$ cat config.mk
export PLATFORM = sky130hd
export DESIGN_NAME = pause_gate
export DESIGN_NICKNAME = d
export VERILOG_FILES = /design/src/rtl/pg_pkg.sv /design/src/rtl/pg_quantum_tick.sv /design/src/rtl/pg_pause_counter.sv /design/src/rtl/pg_tx_grant.sv /design/src/rtl/pause_gate.sv
export SDC_FILE = /design/constraint.sdc
export NUM_CORES = 1
export LEC_CHECK = 0
export BUFFER_PORTS_ARGS = -buffer_cell sky130_fd_sc_hd__buf_2
export CAP_MARGIN = 40
export CORE_ASPECT_RATIO = 0.9
export CORE_MARGIN = 1.5
export CORE_UTILIZATION = 60
export CTS_CLUSTER_DIAMETER = 120
export CTS_CLUSTER_SIZE = 28
export DETAILED_ROUTE_END_ITERATION = 8
export PLACE_DENSITY_LB_ADDON = 0.15
export SLEW_MARGIN = 20
export SYNTH_ARGS = -nofsm -noshare
export SYNTH_HDL_FRONTEND = slang
export SYNTH_SLANG_ARGS = --single-unit
$ cat constraint.sdc
create_clock -name clk -period 5.8 [get_ports clk]
set_clock_uncertainty 0.2 [all_clocks]
set_input_delay 0.29 -clock clk [delete_from_list [all_inputs] [get_ports clk]]
set_output_delay 0.29 -clock clk [all_outputs]
set_load 0.02 [all_outputs]
$ cat src/rtl/pg_pkg.sv
package pg_pkg;
  typedef enum logic [1:0] {
    SPD_10M    = 2'b00,
    SPD_100M   = 2'b01,
    SPD_1G     = 2'b10,
    SPD_1G_ALT = 2'b11
  } link_speed_e;
endpackage

$ cat src/rtl/pg_quantum_tick.sv
module pg_quantum_tick #(
  parameter int QUANTUM_BITS     = 512,
  parameter int GIG_BITS_PER_CYC = 8,
  parameter int SPEED_STEP       = 10
) (
  input  logic       clk,
  input  logic       rst_n,
  input  logic       run,
  input  logic       restart,
  input  logic [1:0] speed,
  output logic       tick
);
  import pg_pkg::*;

  localparam int LIM_1G   = QUANTUM_BITS / GIG_BITS_PER_CYC;
  localparam int LIM_100M = LIM_1G * SPEED_STEP;
  localparam int LIM_10M  = LIM_100M * SPEED_STEP;
  localparam int PW       = $clog2(LIM_10M + 1);

  logic [PW-1:0] pre_q;
  logic [PW-1:0] last;
  logic          at_end;

  // cycle index of the final cycle of a quantum at the current speed
  always_comb begin
    unique case (link_speed_e'(speed))
      SPD_10M:  last = PW'(LIM_10M - 1);
      SPD_100M: last = PW'(LIM_100M - 1);
      default:  last = PW'(LIM_1G - 1);
    endcase
  end

  assign at_end = (pre_q >= last);
  assign tick   = run && !restart && at_end;

  always_ff @(posedge clk) begin
    if (!rst_n) begin
      pre_q <= '0;
    end else if (!run || restart || at_end) begin
      pre_q <= '0;
    end else begin
      pre_q <= pre_q + 1'b1;
    end
  end
endmodule

$ cat src/rtl/pg_pause_counter.sv
module pg_pause_counter #(
  parameter int TIMER_W = 16
) (
  input  logic               clk,
  input  logic               rst_n,
  input  logic               fc_en,
  input  logic               load,
  input  logic [TIMER_W-1:0] load_val,
  input  logic               tick,
  output logic               active
);
  logic [TIMER_W-1:0] cnt_q;

  always_ff @(posedge clk) begin
    if (!rst_n) begin
      cnt_q <= '0;
    end else if (!fc_en) begin
      cnt_q <= '0;
    end else if (load) begin
      cnt_q <= load_val;
    end else if (tick && cnt_q != '0) begin
      cnt_q <= cnt_q - 1'b1;
    end
  end

  assign active = (cnt_q != '0);
endmodule

$ cat src/rtl/pg_tx_grant.sv
module pg_tx_grant (
  input  logic paused,
  input  logic req_is_ctrl,
  output logic grant
);
  assign grant = !paused || req_is_ctrl;
endmodule

$ cat src/rtl/pause_gate.sv
module pause_gate #(
  parameter int TIMER_W          = 16,
  parameter int QUANTUM_BITS     = 512,
  parameter int GIG_BITS_PER_CYC = 8,
  parameter int SPEED_STEP       = 10
) (
  input  logic               clk,
  input  logic               rst_n,
  input  logic               rx_fc_en,
  input  logic [1:0]         link_speed,
  input  logic               rx_pause_stb,
  input  logic [TIMER_W-1:0] rx_pause_val,
  input  logic               tx_start_valid,
  input  logic               tx_start_is_ctrl,
  output logic               tx_start_ready,
  output logic               pause_active
);
  logic load;
  logic tick;
  logic active;

  assign load = rx_fc_en && rx_pause_stb;

  pg_quantum_tick #(
    .QUANTUM_BITS    (QUANTUM_BITS),
    .GIG_BITS_PER_CYC(GIG_BITS_PER_CYC),
    .SPEED_STEP      (SPEED_STEP)
  ) u_tick (
    .clk    (clk),
    .rst_n  (rst_n),
    .run    (active),
    .restart(load),
    .speed  (link_speed),
    .tick   (tick)
  );

  pg_pause_counter #(.TIMER_W(TIMER_W)) u_cnt (
    .clk     (clk),
    .rst_n   (rst_n),
    .fc_en   (rx_fc_en),
    .load    (load),
    .load_val(rx_pause_val),
    .tick    (tick),
    .active  (active)
  );

  pg_tx_grant u_grant (
    .paused     (active),
    .req_is_ctrl(tx_start_is_ctrl),
    .grant      (tx_start_ready)
  );

  assign pause_active = active;

  // tx_start_valid is part of the handshake only; the grant never depends on it
  logic unused_valid;
  assign unused_valid = tx_start_valid;
endmodule

==> results.tsv, run 1 <==
stage	metric	value	unit
floorplan	die_y	52.3	um
logic_synthesis	syn_avg_cell_area	8.26	um2
timing	finalCriticalPeriod	2720	ps
timing	max-slew-margin-rel	60.7	%
clock_network	postCtsResizedCells	0	
logic_synthesis	yosys_register_bits	29	
timing	tightestPinTransition	588	ps
logic_synthesis	synth_adder_area_share	6.18	%
global_routing	grt-ovfl-total	0	
clock_network	cts_setup_buffers	0	
global_routing	grt_first_pass_wirelength	5820	um
global_routing	antenna_found_initial	0	
worst_setup_path	slowest_stage	or4_4	
clock_network	clk_pin_slew	90	ps
logic_synthesis	mapped_cells	196	
logic_synthesis	total_of_warnings_raised_by_yosys	0	
floorplan	die-area	0.00302	mm2
worst_setup_path	worstReg2RegStart	u_cnt.cnt_q[9]	
cells_and_area	layout_common_cells	nor2_1, dfxtp_1, buf_2, xnor2_1, a211oi_1	
pwr	leakage_component_of_the_power	0.716	nW
hold_path	hold_class	in -> reg	
cells_and_area	regArea	581	um2
worst_setup_path	worstPathArrival	2230	ps
logic_synthesis	synthesis.area	0.00162	mm2
outcome	run_status	finished with violations	
detailed_routing	drt_iter0_drc	80	
worst_setup_path	worst-setup-path-type	reg -> out	
clock_network	cts_tree	yes	
detailed_routing	vias	1402	
worst_setup_path	rrSetupSlack	3170	ps
detailed_routing	avgViaCountPerCell	5.61	
detailed_routing	postRouteAntennaNets	0	
worst_setup_path	timing.critical_path.to	tx_start_ready	
detailed_routing	drt-pass1-iter-count	6	
cells_and_area	area.growth.synth_to_final	13.1	%
worst_setup_path	cp.required	5310	ps
global_routing	vias_in_the_first_global_route	1314	
place	numPlacedInstances	241	
cells_and_area	layout.cells.non_filler	250	
clock_network	cts_hold_buffers	0	
pwr	vdd_ir_drop_max	0.187	mV
worst_setup_path	critical_path.max_stage_delay	530	ps
cells_and_area	fillers	213	
outcome	violations	design-rule violations	
place	place_worst_setup_slack	2530	ps
floorplan	ios	26	
clock_network	cts_buffer_depth	2	
cells_and_area	fin_nets	253	
place	portBuffers	24	
timing	fin_worst_hold_slack	36.9	ps
timing	setup-violations-final	0	
worst_setup_path	setup.worst_path.end_class	primary output	
logic_synthesis	synth-xor-area-share	13.5	%
clock_network	max_h_tree_level	2	
detailed_routing	post_drt_wl_per_cell	12.9	um
logic_synthesis	synth.lib_cells_used.distinct	35	
clock_network	clk_root_buffer_cell	clkbuf_4	
clock_network	cts_buffers	5	
cells_and_area	multiInputGateArea	992	um2
flow_run	max_cap_violations	0	
floorplan	core_region_area	0.00251	mm2
cells_and_area	antenna-diode-count	0	
timing	finalMaxSlewViolations	0	
logic_synthesis	synth_top_area_cell	dfxtp_1	
logic_synthesis	async_reset_ff_share	0	%
logic_synthesis	synth_simple_gate_area_share	30.1	%
timing	finalWorstSetupSlack	3080	ps
place	routabilityCongestion	0.878	
floorplan	initial_core_utilization	64.5	%
worst_setup_path	cp-startpoint	u_cnt.cnt_q[9]	
global_routing	grtUsageTotal	25.6	%
timing	hold_viol_final	0	
logic_synthesis	synth_fp_nets	228	
worst_setup_path	ff2ff_path_depth	6	
worst_setup_path	timing.rr.end	u_cnt.cnt_q[12]	
timing	maxClockFrequency	368	MHz
logic_synthesis	number_of_synthesized_flops_with_an_enable_pin	0	
detailed_routing	drcViolationCount	2	
hold_path	hold_start	rx_pause_val[1]	
timing	rsz0062_at_grt	false	
logic_synthesis	netlist.area_leader.share	35.9	%
floorplan	fp.dieW	57.8	um
global_routing	largest_net_degree_at_the_start_of_global_routing	19	
detailed_routing	drt-total-wl	3240	um
logic_synthesis	netlist_top_cells_area	dfxtp_1, nor2_1, xnor2_1	
logic_synthesis	muxShareOfSynthArea	0	%
timing	final_worst_path_period_share	46.9	%
worst_setup_path	cp-start-kind	flip-flop	
worst_setup_path	critPathMaxFanout	7	
cells_and_area	final_common_cell	nor2_1	
logic_synthesis	ys_dominant_reg_cell	dfxtp_1	
logic_synthesis	synthesized_area_fraction_occupied_by_ao_oa_aoi_and_oai_cells	11.5	%
clock_network	cts.sink_count	29	
floorplan	placementRows	17	
clock_network	worstSkewPairLatency	320	ps
cells_and_area	final_layout_size_suffix_gt1_share	19.4	%
logic_synthesis	synth_top_family_by_area	simple AND/OR/NAND/NOR gates	
place	dp_hpwl	2420	um
logic_synthesis	synth_seq_area_share	35.9	%
pwr	power-per-cell-area	226	mW/mm2
timing	setup_tns_final	0	ps
worst_setup_path	cells_traversed_along_the_worst_timing_path	or3_4, or4_4, or2_2, nand2b_1, buf_2	
-- cell families after synthesis --
group / Yosys count
buffers and inverters: 11
XOR/XNOR: 25
AO/OA/AOI/OAI: 27
AND/OR/NAND/NOR: 96
flip-flops: 29
adder cells (fa/ha/maj): 8
-- flip-flops by register name (all words and copies together), names as in the netlist --
| name | cells |
|---|---|
| u_cnt.cnt_q | 16 |
| u_tick.pre_q | 13 |
-- final cells by class --
type | instances | share of cell area, %
well taps | 28 | 1.91
clock buffers | 7 | 3.55
inverters | 3 | 0.615
multi-input cells | 156 | 54.2
clock inverters | 1 | 0.273
flip-flops and latches | 29 | 31.7
repair buffers | 26 | 7.79
-- routing by layer --
| metal | vias to the layer above | wire length [um] | GRT usage, % |
|---|---|---|---|
| met2 | 31 | 1370 | 37.9 |
| met4 | 0 | 20 | 8.14 |
| met5 | - | 0 | 0 |
| met1 | 622 | 1680 | 35.9 |
| li1 | 745 | - | - |
| met3 | 4 | 169 | 7.41 |
-- how the worst min path moves through the flow --
stage / slack, ps / cells after the start / end
2_1_floorplan: 240 / 1 / u_tick.pre_q[0]
3_3_place_gp: 260 / 1 / u_tick.pre_q[0]
3_5_place_dp: 270 / 1 / u_tick.pre_q[0]
4_1_cts: 30 / 3 / u_cnt.cnt_q[1]
5_1_grt: 20 / 3 / u_cnt.cnt_q[14]
6_report: 40 / 3 / u_cnt.cnt_q[1]
-- power by group --
part	internal, mW	switching, mW
clock network	0.0702	0.0686
registers	0.204	0.00494
logic	0.0276	0.0390
-- metrics by stage --
stage          area [um2]  utilization, %  power [mW]
3_5_place_dp         1750            69.9       0.280
4_1_cts              1820            72.7       0.417
6_report             1830            73.0       0.414
2_1_floorplan        1620               -       0.260
5_1_grt              1830            73.0       0.439
3_3_place_gp         1740            69.3       0.276
-- synthesized netlist by cell type (all sizes together), types with 4 or more instances --
| master | number |
|---|---|
| nor3 | 8 |
| or3 | 5 |
| a211oi | 15 |
| nor2 | 38 |
| xnor2 | 15 |
| nor4 | 4 |
| nand3 | 13 |
| nand2 | 10 |
| o21ai | 4 |
| a21oi | 4 |
| ha | 8 |
| clkbuf | 6 |
| or4 | 4 |
| dfxtp | 29 |
| xor2 | 10 |
-- critical path, delay by kind of cell (launching register included) --
kind / cells / cell delay [ps]
simple gates: 4 / 1410
buf+inv: 1 / 160
flops: 1 / 340
Note: power is estimated with default switching activity, not from simulation.
==> run 2: changes to the inputs <==
- ABC_AREA: not set -> 1
- CORE_UTILIZATION: 60 -> 52
- clock period: 5.8 -> 2.3 ns (I/O delays scaled with it)
==> run 2 against run 1 <==
The flow now finishes without violations. Via count is 52% higher. Design area is 34% higher. Clock power grew to 4.1 times the previous value. Utilization is 8.0 points lower.
==> results.tsv, run 2 <==
stage	metric	value	unit	change
outcome	run_status	finished clean		was finished with violations
worst_setup_path	cp-start-kind	flip-flop		unchanged
worst_setup_path	cp-startpoint	u_tick.pre_q[12]		was u_cnt.cnt_q[9]
timing	setup_tns_final	0	ps	unchanged
cells_and_area	antenna-diode-count	0		unchanged
global_routing	grt_first_pass_wirelength	7940	um	was 5820 um
global_routing	antenna_found_initial	0		unchanged
floorplan	fp.dieW	69.7	um	was 57.8 um
cells_and_area	regs_by_ff_count	u_cnt.cnt_q (16), u_tick.pre_q (13)		unchanged
floorplan	placementRows	21		was 17
cells_and_area	final_layout_size_suffix_gt1_share	13.7	%	was 19.4%
place	routabilityCongestion	0.831		was 0.878
global_routing	grt-ovfl-total	0		unchanged
timing	finalWorstSetupSlack	291	ps	was 3080 ps
timing	tightestPinTransition	542	ps	was 588 ps
detailed_routing	drt_iter0_drc	96		was 80
detailed_routing	avgViaCountPerCell	5.00		was 5.61
logic_synthesis	number_of_synthesized_flops_with_an_enable_pin	0		unchanged
detailed_routing	post_drt_wl_per_cell	10.7	um	was 12.9 um
clock_network	cts_buffers	5		unchanged
logic_synthesis	mapped_cells	344		was 196
logic_synthesis	synth.lib_cells_used.distinct	27		was 35
logic_synthesis	total_of_warnings_raised_by_yosys	0		unchanged
timing	max-slew-margin-rel	63.8	%	was 60.7%
hold_path	hold_class	in -> reg		unchanged
timing	setup-violations-final	0		unchanged
logic_synthesis	synth_top_area_cell	dfxtp_1		unchanged
global_routing	grtUsageTotal	22.1	%	was 25.6%
clock_network	cts_setup_buffers	0		unchanged
clock_network	worstSkewPairLatency	290	ps	was 320 ps
cells_and_area	final_common_cell	nand2_1		was nor2_1
worst_setup_path	cp.required	2280	ps	was 5310 ps
global_routing	largest_net_degree_at_the_start_of_global_routing	47		was 19
logic_synthesis	synth_fp_nets	376		was 228
worst_setup_path	worstReg2RegStart	u_tick.pre_q[12]		was u_cnt.cnt_q[9]
place	place_worst_setup_slack	63.6	ps	was 2530 ps
worst_setup_path	worst-setup-path-type	reg -> reg		was reg -> out
floorplan	die-area	0.00439	mm2	was 0.00302 mm2
cells_and_area	number_of_flip_flops_in_the_largest_register	16		unchanged
detailed_routing	vias	2130		was 1402
pwr	power-per-cell-area	569	mW/mm2	was 226 mW/mm2
cells_and_area	regArea	581	um2	unchanged
logic_synthesis	synthesis.area	0.00208	mm2	was 0.00162 mm2
hold_path	hold_start	rx_pause_val[4]		was rx_pause_val[1]
logic_synthesis	synth_seq_area_share	27.9	%	was 35.9%
flow_run	max_cap_violations	0		unchanged
floorplan	core_region_area	0.00378	mm2	was 0.00251 mm2
timing	final_worst_path_period_share	87.4	%	
pwr	vdd_ir_drop_max	0.323	mV	was 0.187 mV
cells_and_area	fin_nets	411		was 253
cells_and_area	finish.utilization	64.9	%	was 73.0%
worst_setup_path	cells_traversed_along_the_worst_timing_path	ha_1, nand2_1, inv_1, nand2_1, nor2_1, nor2_1, nand3_2, nand2_4, nand3_1, nand2_1, nor2_1		was or3_4, or4_4, or2_2, nand2b_1, buf_2
clock_network	clk_root_buffer_cell	clkbuf_8		was clkbuf_4
floorplan	die_y	63.0	um	was 52.3 um
worst_setup_path	worstPathArrival	1990	ps	was 2230 ps
timing	maxClockFrequency	498	MHz	
detailed_routing	postRouteAntennaNets	0		unchanged
timing	finalCriticalPeriod	2010	ps	
worst_setup_path	slowest_stage	dfxtp_1		was or4_4
pwr	leakage_component_of_the_power	1.24	nW	was 0.716 nW
logic_synthesis	netlist.area_leader.share	27.9	%	was 35.9%
worst_setup_path	critPathMaxFanout	32		was 7
detailed_routing	drt-total-wl	4580	um	was 3240 um
pwr	total_power	1.40	mW	was 0.414 mW
global_routing	vias_in_the_first_global_route	1795		was 1314
logic_synthesis	synthMostInstantiatedCell	nand2_1		was nor2_1
worst_setup_path	setup.worst_path.end_class	flip-flop		was primary output
logic_synthesis	yosys_register_bits	29		unchanged
clock_network	clk_pin_slew	70	ps	was 90 ps
cells_and_area	area.growth.synth_to_final	18.1	%	was 13.1%
detailed_routing	drcViolationCount	0		was 2
place	portBuffers	24		unchanged
floorplan	initial_core_utilization	55.0	%	was 64.5%
logic_synthesis	async_reset_ff_share	0	%	unchanged
logic_synthesis	ys_top_cells_by_count	nand2_1, nor2_1, inv_1, nand3_1, dfxtp_1		was nor2_1, dfxtp_1, xnor2_1, a211oi_1, nand3_1
place	postPlaceCellArea	0.00219	mm2	was 0.00175 mm2
logic_synthesis	ys_dominant_reg_cell	dfxtp_1		unchanged
logic_synthesis	netlist_top_cells_area	dfxtp_1, nand2_1, nor2_1		was dfxtp_1, nor2_1, xnor2_1
cells_and_area	multiInputGateArea	0.00128	mm2	was 992 um2
timing	hold_viol_final	0		unchanged
floorplan	ios	26		unchanged
clock_network	cts.sink_count	29		unchanged
clock_network	cts_buffer_depth	2		unchanged
clock_network	max_h_tree_level	2		unchanged
detailed_routing	drt-pass1-iter-count	4		was 6
timing	finalMaxSlewViolations	0		unchanged
cells_and_area	largest_register	u_cnt.cnt_q		unchanged
timing	rsz0062_at_grt	false		unchanged
cells_and_area	layout.cell_area.non_filler	0.00246	mm2	was 0.00183 mm2
place	dp_hpwl	3140	um	was 2420 um
cells_and_area	fillers	392		was 213
cells_and_area	layout_common_cells	nand2_1, nor2_1, inv_1, nand3_1, dfxtp_1		was nor2_1, dfxtp_1, buf_2, xnor2_1, a211oi_1
logic_synthesis	syn_avg_cell_area	6.05	um2	was 8.26 um2
clock_network	cts_tree	yes		unchanged
worst_setup_path	critical_path.max_stage_delay	320	ps	was 530 ps
[run 2: cell types whose count changed after synthesis, moves of 11 or more]
| cell | previous run | this run |
|---|---|---|
| inv_1 | 3 | 36 |
| nand2_1 | 10 | 103 |
| nand3_1 | 13 | 36 |
| xnor2_1 | 15 | 4 |
| a21oi_1 | 4 | 21 |
| a211oi_1 | 14 | 0 |
| nor2_1 | 38 | 56 |
[run 2: final cells by class]
type	instances	area share (%)
multi-input combinational	265	52.0
sequential	29	23.6
clock buffer	6	3.36
inverter	38	5.80
tap	46	2.34
timing repair buffer	40	11.3
clock inverter	2	1.53
[run 2: routing by layer]
metal | wire length, um | GRT usage, % | vias to the layer above | part of all wire [%]
li1 | - | - | 1148 | -
met1 | 2430 | 31.4 | 930 | 53
met2 | 1890 | 33.1 | 47 | 41
met3 | 224 | 6.45 | 5 | 4.9
met4 | 36 | 5.53 | 0 | 0.79
met5 | 0 | 0 | - | 0
[run 2: kinds of logic (layout without fill, tap and decap cells)]
group	count (synthesis)	count (layout)	share of synthesized area, %
simple gates	217	217	45.0
xor+xnor	8	8	3.37
compound gates	32	32	8.24
fa+ha+maj	8	8	4.81
buf+inv	50	86	10.6
flops	29	29	27.9
[run 2: path summary, 6_finish.rpt]
path / end / slack, ps / depth (start not counted)
setup / recovery: u_cnt.cnt_q[12] / 290 / 11
hold / removal: u_cnt.cnt_q[4] / 40 / 5
setup reg to reg: u_cnt.cnt_q[12] / 290 / 11
hold reg to reg: u_tick.pre_q[0] / 250 / 1
[run 2: repair_timing]
| action | CTS | global route |
|---|---|---|
| endpoints found under the hold margin | 15 | 0 |
| gates resized for setup | 0 | 0 |
| hold buffers | 15 | 0 |
[run 2: critical path, delay by kind of cell, from the launching register on]
| family | cells | cell delay [ps] |
|---|---|---|
| adders and majority gates | 1 | 300 |
| buffers and inverters | 1 | 50 |
| DFF | 1 | 320 |
| and+or+nand+nor | 9 | 1010 |
[run 2: power breakdown]
group / switching [mW] / leakage (nW) / internal (mW)
combinational: 0.181 / 0.951 / 0.119
sequential: 0.0147 / 0.235 / 0.516
clock: 0.216 / 0.0574 / 0.352
total: 0.412 / 1.24 / 0.987
[run 2: metrics by stage]
step / hold slack, ps / std cells
6_report: 35.6 / 426
3_5_place_dp: 238 / 403
2_1_floorplan: 82.0 / 344
3_3_place_gp: 224 / 403
4_1_cts: 43.2 / 426
5_1_grt: 48.9 / 426
==> run 3: changes to the inputs <==
--- a/config.mk
+++ b/config.mk
@@ -16,2 +16,3 @@
 export DETAILED_ROUTE_END_ITERATION = 8
+export GPL_TIMING_DRIVEN = 1
 export PLACE_DENSITY_LB_ADDON = 0.15
==> constraint.sdc (replaced) <==
create_clock -name clk -period 2.3 [get_ports clk]
set_clock_uncertainty 0.2 [all_clocks]
set_input_delay 0.23 -clock clk [delete_from_list [all_inputs] [get_ports clk]]
set_output_delay 0.23 -clock clk [all_outputs]
set_load 0.02 [all_outputs]
==> run 3 against run 2 <==
Critical path depth grew 2. Combinational power is 7.0% lower. Die area unchanged. First-iteration DRC count fell by 7.3%. Routed wire length is 5.3% lower. Final cell count fell by 3.3%. Hold slack improved by 16 ps. Critical endpoint is now u_cnt.cnt_q[11]. Sequential share of layout area up 1.5 points. Clock-buffer cell count unchanged.
==> results.tsv, run 3 (synthesized netlist as in run 2, its figures left out) <==
stage	metric	value	unit	change
cells_and_area	largest_register	u_cnt.cnt_q		unchanged
timing	hold_viol_final	0		unchanged
worst_setup_path	worst-setup-path-type	in -> reg		was reg -> reg
clock_network	cts.sink_count	29		unchanged
pwr	swShare	29.4	%	about the same
worst_setup_path	cells_traversed_along_the_worst_timing_path	buf_2, or2_2, ha_1, nand2_1, inv_1, nand2_1, nor2_1, nor2_1, nand3_2, nand2_4, nand3_1, nand2_1, nor2_1		was ha_1, nand2_1, inv_1, nand2_1, nor2_1, nor2_1, nand3_2, nand2_4, nand3_1, nand2_1, nor2_1
cells_and_area	fillers	404		was 392
worst_setup_path	setup.worst_path.end_class	flip-flop		unchanged
flow_run	max_cap_violations	0		unchanged
pwr	power.share.clock	41.2	%	was 40.6%
global_routing	grtUsageTotal	21.2	%	was 22.1%
cells_and_area	layout_common_cells	nand2_1, nor2_1, inv_1, nand3_1, dfxtp_1		unchanged
timing	max-slew-margin-rel	63.0	%	was 63.8%
cells_and_area	layout.cells.non_filler	412		was 426
floorplan	fp.dieW	69.7	um	unchanged
global_routing	grt-ovfl-total	0		unchanged
timing	finalCriticalPeriod	2050	ps	was 2010 ps
cells_and_area	layout.cell_area.non_filler	0.00231	mm2	was 0.00246 mm2
pwr	combinationalPowerShare	20.3	%	was 21.4%
clock_network	worstSkewPairLatency	290	ps	about the same
outcome	run_status	finished clean		unchanged
cells_and_area	final_common_cell	nand2_1		unchanged
clock_network	clk_pin_slew	80	ps	was 70 ps
clock_network	cts_buffer_depth	2		unchanged
detailed_routing	drt-total-wl	4340	um	was 4580 um
floorplan	ios	26		unchanged
detailed_routing	drcViolationCount	0		unchanged
cells_and_area	number_of_flip_flops_in_the_largest_register	16		unchanged
cells_and_area	final_layout_size_suffix_gt1_share	14.5	%	was 13.7%
floorplan	initial_core_utilization	55.0	%	unchanged
worst_setup_path	cp-startpoint	link_speed[1]		was u_tick.pre_q[12]
hold_path	hold_class	in -> reg		unchanged
pwr	leakage_component_of_the_power	1.19	nW	was 1.24 nW
pwr	cell_internal_pwr	0.972	mW	was 0.987 mW
detailed_routing	drt_iter0_drc	89		was 96
floorplan	die-area	0.00439	mm2	unchanged
cells_and_area	regArea	581	um2	unchanged
worst_setup_path	cp.required	2280	ps	about the same
detailed_routing	postRouteAntennaNets	0		unchanged
worst_setup_path	worstReg2RegStart	u_tick.pre_q[12]		unchanged
worst_setup_path	cp-start-kind	input pin		was flip-flop
global_routing	largest_net_degree_at_the_start_of_global_routing	47		unchanged
place	numPlacedInstances	404		was 403
place	dp_hpwl	3100	um	was 3140 um
cells_and_area	area.growth.synth_to_final	11.2	%	was 18.1%
place	portBuffers	24		unchanged
detailed_routing	post_drt_wl_per_cell	10.5	um	was 10.7 um
timing	final_worst_path_period_share	89.1	%	was 87.4%
floorplan	die_y	63.0	um	unchanged
pwr	total_power	1.38	mW	was 1.40 mW
timing	maxClockFrequency	488	MHz	was 498 MHz
cells_and_area	antenna-diode-count	0		unchanged
place	postPlaceCellArea	0.00219	mm2	about the same
timing	finalMaxSlewViolations	0		unchanged
detailed_routing	drt-pass1-iter-count	4		unchanged
worst_setup_path	critPathMaxFanout	32		unchanged
worst_setup_path	timing.critical_path.to	u_cnt.cnt_q[11]		was u_cnt.cnt_q[12]
place	routabilityCongestion	0.837		was 0.831
timing	tightestPinTransition	555	ps	was 542 ps
clock_network	max_h_tree_level	2		unchanged
global_routing	global_route.usage.met2	30.9	%	was 33.1%
floorplan	placementRows	21		unchanged
worst_setup_path	ff2ff_path_depth	11		unchanged
detailed_routing	vias	2021		was 2130
timing	setup-violations-final	0		unchanged
clock_network	cts_tree	yes		unchanged
clock_network	cts_setup_buffers	0		unchanged
clock_network	clk_root_buffer_cell	clkbuf_8		unchanged
clock_network	cts_hold_buffers	0		was 15
floorplan	core_region_area	0.00378	mm2	unchanged
worst_setup_path	rrSetupSlack	310	ps	was 290 ps
pwr	vdd_ir_drop_max	0.398	mV	was 0.323 mV
global_routing	groute.layer.met3.usage	4.68	%	was 6.45%
global_routing	grt_most_used_layer	met1		was met2
global_routing	vias_in_the_first_global_route	1709		was 1795
pwr	seqPwrFrac	38.6	%	was 37.9%
worst_setup_path	worstPathArrival	2030	ps	was 1990 ps
worst_setup_path	slowest_stage	or2_2		was dfxtp_1
global_routing	groute.layer.met1.usage	31.5	%	was 31.4%
cells_and_area	fin_nets	397		was 411
clock_network	cts_buffers	5		unchanged
worst_setup_path	timing.rr.end	u_cnt.cnt_q[11]		was u_cnt.cnt_q[12]
timing	rsz0062_at_grt	false		unchanged
pwr	power-per-cell-area	594	mW/mm2	was 569 mW/mm2
cells_and_area	regs_by_ff_count	u_cnt.cnt_q (16), u_tick.pre_q (13)		unchanged
detailed_routing	avgViaCountPerCell	4.91		was 5.00
hold_path	hold_start	rx_pause_val[9]		was rx_pause_val[4]
clock_network	postCtsResizedCells	0		unchanged
cells_and_area	multiInputGateArea	0.00128	mm2	unchanged
global_routing	antenna_found_initial	0		unchanged
global_routing	grt_first_pass_wirelength	7560	um	was 7940 um
worst_setup_path	critical_path.max_stage_delay	330	ps	was 320 ps
pwr	net-switching-power	0.404	mW	was 0.412 mW
run 3: layout make-up:
class / count / area share [%]
repair buffers: 26 / 5.84
flip-flops and latches: 29 / 25.1
well taps: 46 / 2.49
clock buffers: 6 / 3.57
multi-input cells: 265 / 55.2
inverters: 38 / 6.16
clock inverters: 2 / 1.62
run 3: worst max-delay path, delay by kind of cell:
kind                     cells  cell delay, ps
adder cells (fa/ha/maj)      1             300
buffers and inverters        2             160
AND/OR/NAND/NOR             10            1330
run 3: worst min path at each step:
stage          slack, ps              end  depth (start not counted)
2_1_floorplan        200  u_tick.pre_q[7]                          2
3_3_place_gp         230  u_tick.pre_q[0]                          1
3_5_place_dp         240  u_tick.pre_q[0]                          1
4_1_cts               50   u_cnt.cnt_q[9]                          5
5_1_grt               90  u_cnt.cnt_q[12]                          5
6_report              50   u_cnt.cnt_q[9]                          5
run 3: power by group through the flow:
stage / clock network [mW] / registers (mW) / logic, mW
after floorplan: 0 / 0.538 / 0.221
after global placement: 0 / 0.542 / 0.274
after detailed placement: 0 / 0.542 / 0.277
after CTS: 0.575 / 0.530 / 0.279
after global routing: 0.594 / 0.533 / 0.324
final: 0.567 / 0.530 / 0.279
run 3: metrics by stage:
stage	TNS [ps]	hold slack [ps]	utilization [%]	setup slack, ps
finish	0	52.0	61.2	252
global route	0	90.6	61.2	83.3
CTS	0	51.8	61.2	264
detailed placement	-59.4	237	58.0	-39.2
global placement	-1.77	231	58.0	-1.77
floorplan	0	197	-	350
run 3: metal layers:
layer | wire [um] | vias to the layer above | share of wire [%]
met4 | 39 | 0 | 0.90
met5 | 0 | - | 0
li1 | - | 1118 | -
met2 | 1750 | 39 | 40
met1 | 2330 | 859 | 54
met3 | 216 | 5 | 5.0
